### src/rtl/slice_pkg.sv
// Shared definitions for the configurable adder/logic slice.
// Assumes a single-bit datapath; coefficient count fixed by the two-input form.
package slice_pkg;

    // Operating mode of the slice, encoded on the top-level mode pin.
    typedef enum logic {
        MODE_ADD   = 1'b0,
        MODE_LOGIC = 1'b1
    } slice_mode_e;

    // Number of Reed-Muller coefficients for a two-input function.
    localparam int unsigned RM_VARS  = 2;
    localparam int unsigned RM_COEFS = 1 << RM_VARS;

    // Number of terms entering the shared XOR tree.
    localparam int unsigned N_TERMS = RM_COEFS;

endpackage

### src/rtl/slice_operand_prep.sv
// Operand conditioning for the slice.
// In adder mode the second operand is XORed with the subtract control.
// In logic mode it passes unchanged. The shared AND product of the two
// conditioned operands is also formed here, for use by both modes.
// Assumes: purely combinational, single-bit operands.
module slice_operand_prep
    import slice_pkg::*;
(
    input  logic        op_x,
    input  logic        op_y,
    input  logic        sub_en,
    input  slice_mode_e mode,
    output logic        opnd_a,
    output logic        opnd_b,
    output logic        prod_ab
);

    // Condition operands: subtraction only acts in adder mode.
    always_comb begin
        opnd_a = op_x;
        if (mode == MODE_ADD) begin
            opnd_b = op_y ^ sub_en;
        end else begin
            opnd_b = op_y;
        end
        prod_ab = opnd_a & opnd_b;
    end

endmodule

### src/rtl/slice_term_gen.sv
// Term generator. Produces the terms that feed the shared XOR tree.
// Order: [0] first-variable term, [1] second-variable term,
// [2] constant / carry term, [3] product term.
// Adder mode: x, y', cin, 0. Logic mode: c1&x, c2&y, c0, c3&x&y.
// Assumes cfg bit k holds Reed-Muller coefficient k.
module slice_term_gen
    import slice_pkg::*;
#(
    parameter int unsigned NT = N_TERMS
) (
    input  slice_mode_e          mode,
    input  logic                 opnd_a,
    input  logic                 opnd_b,
    input  logic                 prod_ab,
    input  logic                 carry_in,
    input  logic [RM_COEFS-1:0]  cfg,
    output logic [NT-1:0]        terms
);

    // Select each term according to the mode.
    always_comb begin
        terms = '0;
        if (mode == MODE_ADD) begin
            terms[0] = opnd_a;
            terms[1] = opnd_b;
            terms[2] = carry_in;
            terms[3] = 1'b0;
        end else begin
            terms[0] = cfg[1] & opnd_a;
            terms[1] = cfg[2] & opnd_b;
            terms[2] = cfg[0];
            terms[3] = cfg[3] & prod_ab;
        end
    end

endmodule

### src/rtl/slice_xor_tree.sv
// Shared XOR chain. Accumulates the terms in index order. It exposes the
// partial after the first two terms, which is the adder's half-sum,
// and the full parity, which is the result.
// Assumes NT >= 2.
module slice_xor_tree #(
    parameter int unsigned NT = 4
) (
    input  logic [NT-1:0] terms,
    output logic          half_sum,
    output logic          parity
);

    logic [NT-1:0] acc;

    assign acc[0] = terms[0];

    // Ripple the XOR through the remaining terms.
    for (genvar i = 1; i < NT; i++) begin : g_chain
        assign acc[i] = acc[i-1] ^ terms[i];
    end

    assign half_sum = acc[1];
    assign parity   = acc[NT-1];

endmodule

### src/rtl/slice_carry_unit.sv
// Carry formation from the shared gates. The two partial terms cannot
// both be 1, so XOR replaces OR: cout = (a&b) ^ (cin & (a^b)).
// Forced to 0 in logic mode.
// Assumes half_sum is a^b and prod_ab is a&b in adder mode.
module slice_carry_unit
    import slice_pkg::*;
(
    input  slice_mode_e mode,
    input  logic        prod_ab,
    input  logic        half_sum,
    input  logic        carry_in,
    output logic        carry_out
);

    // Combine the generate and propagate partials; gate by mode.
    always_comb begin
        if (mode == MODE_ADD) begin
            carry_out = prod_ab ^ (carry_in & half_sum);
        end else begin
            carry_out = 1'b0;
        end
    end

endmodule

### src/rtl/cfg_logic_slice.sv
// Configurable adder / Reed-Muller logic bit-slice (top).
// mode=0: full adder with optional operand inversion for subtraction.
// mode=1: two-input Reed-Muller function set by cfg.
// Assumes an external driver sets carry_in=1 on the LSB of a subtraction.
// Holds no state.
module cfg_logic_slice
    import slice_pkg::*;
(
    input  logic                op_x,
    input  logic                op_y,
    input  logic                carry_in,
    input  logic                sub_en,
    input  logic                mode,
    input  logic [RM_COEFS-1:0] cfg,
    output logic                result,
    output logic                carry_out
);

    slice_mode_e     mode_e;
    logic            opnd_a;
    logic            opnd_b;
    logic            prod_ab;
    logic [N_TERMS-1:0] terms;
    logic            half_sum;

    assign mode_e = slice_mode_e'(mode);

    slice_operand_prep u_prep (
        .op_x    (op_x),
        .op_y    (op_y),
        .sub_en  (sub_en),
        .mode    (mode_e),
        .opnd_a  (opnd_a),
        .opnd_b  (opnd_b),
        .prod_ab (prod_ab)
    );

    slice_term_gen #(.NT(N_TERMS)) u_terms (
        .mode     (mode_e),
        .opnd_a   (opnd_a),
        .opnd_b   (opnd_b),
        .prod_ab  (prod_ab),
        .carry_in (carry_in),
        .cfg      (cfg),
        .terms    (terms)
    );

    slice_xor_tree #(.NT(N_TERMS)) u_xor (
        .terms    (terms),
        .half_sum (half_sum),
        .parity   (result)
    );

    slice_carry_unit u_carry (
        .mode      (mode_e),
        .prod_ab   (prod_ab),
        .half_sum  (half_sum),
        .carry_in  (carry_in),
        .carry_out (carry_out)
    );

endmodule

### config.mk
export PLATFORM = sky130hd
export DESIGN_NAME = cfg_logic_slice
export DESIGN_NICKNAME = d
export VERILOG_FILES = /design/src/rtl/slice_pkg.sv /design/src/rtl/slice_operand_prep.sv /design/src/rtl/slice_term_gen.sv /design/src/rtl/slice_xor_tree.sv /design/src/rtl/slice_carry_unit.sv /design/src/rtl/cfg_logic_slice.sv
export SDC_FILE = /design/constraint.sdc
export NUM_CORES = 1
export LEC_CHECK = 0
export BUFFER_PORTS_ARGS = -buffer_cell sky130_fd_sc_hd__buf_4
export CORE_AREA = 2 2 39 41
export DETAILED_ROUTE_END_ITERATION = 10
export DIE_AREA = 0 0 41 43
export SYNTH_ARGS = -nofsm -noshare
export SYNTH_HDL_FRONTEND = slang
export SYNTH_SLANG_ARGS = --single-unit
### constraint.sdc
create_clock -name vclk -period 1.7
set_clock_uncertainty 0.2 [all_clocks]
set_input_delay 0.34 -clock vclk [all_inputs]
set_output_delay 0.34 -clock vclk [all_outputs]
set_load 0.05 [all_outputs]
# == Yosys cells after proc, flatten, opt, wreduce, memory -nomap -nowiden ==
# Index checks and enable logic that the tools add are counted.
# totals
reg_bits,0
input_bits,9
output_inout_bits,2
wordCells,13
# op_classes
n_mux,3
n_bitwise,10
# op_table
operator,count
1-bit bitwise AND,5
1-bit bitwise XOR,5
4-bit 2-to-1 mux,1
1-bit 2-to-1 mux,2

# == Longest topological paths before layout ==
# logic_depth
ltp_word,9
ltp_mapped,5
ltp_nobuf,4

# == Modules after synthesis ==
# Synthesis repeated with hierarchy kept, for this count alone.
# hier_totals
hier_cells,18
hier_area_um2,155.1
# by_module_without_submodules
module,instances,cells_each,area_per_inst_um2,seq_area_each_um2
slice_operand_prep,1,6,50.0,0.0
slice_term_gen,1,6,45.0,0.0
slice_xor_tree,1,3,33.8,0.0
slice_carry_unit,1,3,26.3,0.0

# == Worst setup path before layout ==
# Ideal clock, no wire load.
# synth_timing
kind,input port to output port
startpoint,in mode
endpoint,out result
t_arrival_ns,1.835
t_required_ns,1.160
path_slack_ns,-0.675
cell_stages,5
path_buffers,1
cell_sequence,buf_6 > and4b_2 > nor2_1 > or3b_1 > xor2_1
# synth_between
elab_chain_len,6
elab_cells_between_ends,8
cone_classes,mux (2); bitwise (6)
# synth_rtl
item,line_no,rtl
start: declaration,cfg_logic_slice.sv:13,"input logic mode,"
1-bit 2-to-1 mux,slice_operand_prep.sv:21,if (mode == MODE_ADD) begin
1-bit bitwise AND,slice_term_gen.sv:30,terms[1] = cfg[2] & opnd_b;
4-bit 2-to-1 mux *,slice_term_gen.sv:23,if (mode == MODE_ADD) begin
1-bit bitwise XOR (2 in series),slice_xor_tree.sv:19,assign acc[i] = acc[i-1] ^ terms[i];
1-bit bitwise XOR *,slice_xor_tree.sv:19,
end: declaration,cfg_logic_slice.sv:15,"output logic result,"
# Mark *: on every way between the ends. The rest lies on a longest branch, timed or not.

# == Final worst setup path ==
# Ends and elaborated chain as after synthesis.

==> results.sh <==
export IMPL_grt_overflow=0
export IMPL_synth_nets=32
export IMPL_ant_nets=0
export IMPL_fin_nets=50
export IMPL_swShare=0.493
export IMPL_postLayoutCoreUtil=0.288
export IMPL_p_seq_frac=0
export IMPL_maxCapViolCount=0
export IMPL_ioPinCount=11
export IMPL_hold_path_class="primary input to output port"
export IMPL_finalCritPeriodShare=1.19
export IMPL_intPower_mw=0.0673
export IMPL_max_slew_margin=0.770
export IMPL_via_count=216
export IMPL_firstDrtPassIters=1
export IMPL_wirelength_um=537
export IMPL_ys_warn_count=0
export IMPL_multi_input_area_um2=209
export IMPL_arrival_ps=1480
export IMPL_antenna_found_initial=0
export IMPL_drv_slew=0
export IMPL_clock_buffers=0
export IMPL_drcViolationCount=0
export IMPL_regArea_um2=0
export IMPL_fmax_ghz=0.496
export IMPL_status="complete, but fails checks"
export IMPL_synth_seq_area_share=0
export IMPL_die_area_um2=1760
export IMPL_setup_viol=2
export IMPL_syn_area_um2=154
export IMPL_worst_pin_slew_ps=342
export IMPL_drtIter0Drc=0
export IMPL_fin_ws_ps=-315
export IMPL_crit_fanout=5
export IMPL_timing_final_hold_violations=0
export IMPL_pre_cts_ws_ps=-414
export IMPL_wl_per_cell_um=9.76
export IMPL_power_mw=0.133
export IMPL_grt_usage=0.0580
export IMPL_n_antenna_cell=0
export IMPL_ir_drop_mv=0.0712
export IMPL_finalCriticalPeriod_ps=2020
export IMPL_power_leakage_nw=0.162
export IMPL_worstSetupPathType="primary input to output port"
export IMPL_fill_cells=152
export IMPL_rows=14
export IMPL_failed_checks="setup timing"
export IMPL_clockPowerShare=0
export IMPL_io_buffers=11
export IMPL_die_y_um=43
export IMPL_tns_ps=-553
export IMPL_p_comb_frac=1.000
export IMPL_dieWidth_um=41
export IMPL_routed_via_density=3.93
export IMPL_grt_pass1_vias=200
export IMPL_power_density_nw_per_um2=334
export IMPL_rsz0062_at_grt="yes"
export IMPL_synth_cells=23
export IMPL_hpwl_um=397
export IMPL_grt_pass1_wl_um=759
export IMPL_drive_gt1_frac=0.718
export IMPL_p_switching_mw=0.0654
export IMPL_place_congestion=0.697
export IMPL_area_growth_pct=159
export IMPL_syn_area_per_cell_um2=6.69
export IMPL_cp_required_ps=1160
export IMPL_seq_cell_count=0
export IMPL_core_area_um2=1380
export IMPL_initial_core_util=0.111
export IMPL_cp_start_kind="primary input"
export IMPL_crit_path_end_kind="output port"
export IMPL_grt_max_degree=7
export IMPL_yosysUniqueCellTypes=17
[placed cells by master (no fill, tap or decap)]
| cell | netlist | layout |
|---|---|---|
| o31ai_4 | 0 | 1 |
| nor4b_2 | 0 | 1 |
| nand2_1 | 2 | 2 |
| and4b_2 | 1 | 1 |
| or2b_1 | 1 | 1 |
| or2_4 | 0 | 1 |
| o32ai_1 | 1 | 1 |
| inv_1 | 1 | 1 |
| nand2b_1 | 1 | 1 |
| xor2_2 | 0 | 1 |
| buf_6 | 1 | 6 |
| a21oi_4 | 0 | 1 |
| xor2_1 | 3 | 1 |
| nor2_1 | 2 | 2 |
| o21ai_0 | 1 | 1 |
| xor2_4 | 0 | 1 |
| buf_8 | 0 | 2 |
| nand3_1 | 1 | 1 |
| and2_2 | 1 | 1 |
| buf_4 | 0 | 9 |
| or3b_4 | 0 | 1 |
| a21oi_2 | 0 | 2 |
[cell families (layout without fill, tap and decap cells)]
group,Yosys count,count (layout),synth area share
buffers and inverters,2,18,0.0975
AO/OA/AOI/OAI,6,6,0.236
XOR/XNOR,3,3,0.171
AND/OR/NAND/NOR,12,12,0.496
[worst max-delay path, cell delays in order]
cell,delay (ps)
buf_6,110
and4b_2,220
nor2_1,80
or3b_4,410
xor2_4,160
buf_6,160
[metal layers]
layer,track usage,up-vias,part of all wire
li1,-,112,-
met1,0.0762,98,0.44
met2,0.106,6,0.53
met3,0,0,0.032
met4,0,0,0
met5,0,-,0
[synthesized netlist by cell type (all sizes together)]
library cell  number  share of area
a21oi              3          0.098
xor2               3           0.17
nand2              2          0.049
nor2               2          0.049
and2               1          0.049
and4b              1          0.073
buf                1          0.073
inv                1          0.024
nand2b             1          0.041
nand3              1          0.032
nor4b              1          0.057
o21ai              1          0.032
o31ai              1          0.049
o32ai              1          0.057
or2                1          0.041
or2b               1          0.049
or3b               1          0.057
[path summary, 6_finish.rpt]
check / from / to / slack, ps / cells past startpoint
worst max-delay path: mode / result / -320 / 6
worst min-delay path: carry_in / carry_out / 860 / 4
[power groups by stage]
stage	sequential (mW)	combinational, mW	clock (mW)
6_report	0	0.133	0
5_1_grt	0	0.140	0
4_1_cts	0	0.124	0
3_5_place_dp	0	0.106	0
3_3_place_gp	0	0.106	0
2_1_floorplan	0	0.0688	0
[timing repair]
action / CTS / global route
setup endpoints to repair: 2 / 2
resized for setup: 12 / 5
buffers inserted: 2 / 1
pin swaps: 3 / 2
gates cloned: 0 / 0
hold buffers: 0 / 0
[area by class of cell]
type               count  share of cell area
multi-input cells     21               0.525
repair buffers        17               0.415
well taps             16              0.0503
inverters              1             0.00943
[metrics by stage]
stage          cells  instance area [um2]  hold WS (ps)
6_report          55                  398           858
3_3_place_gp      52                  300           931
4_1_cts           54                  368           870
2_1_floorplan     23                  186           653
5_1_grt           55                  398           870
3_5_place_dp      52                  300           932
Power figures use the tool's default switching activity.
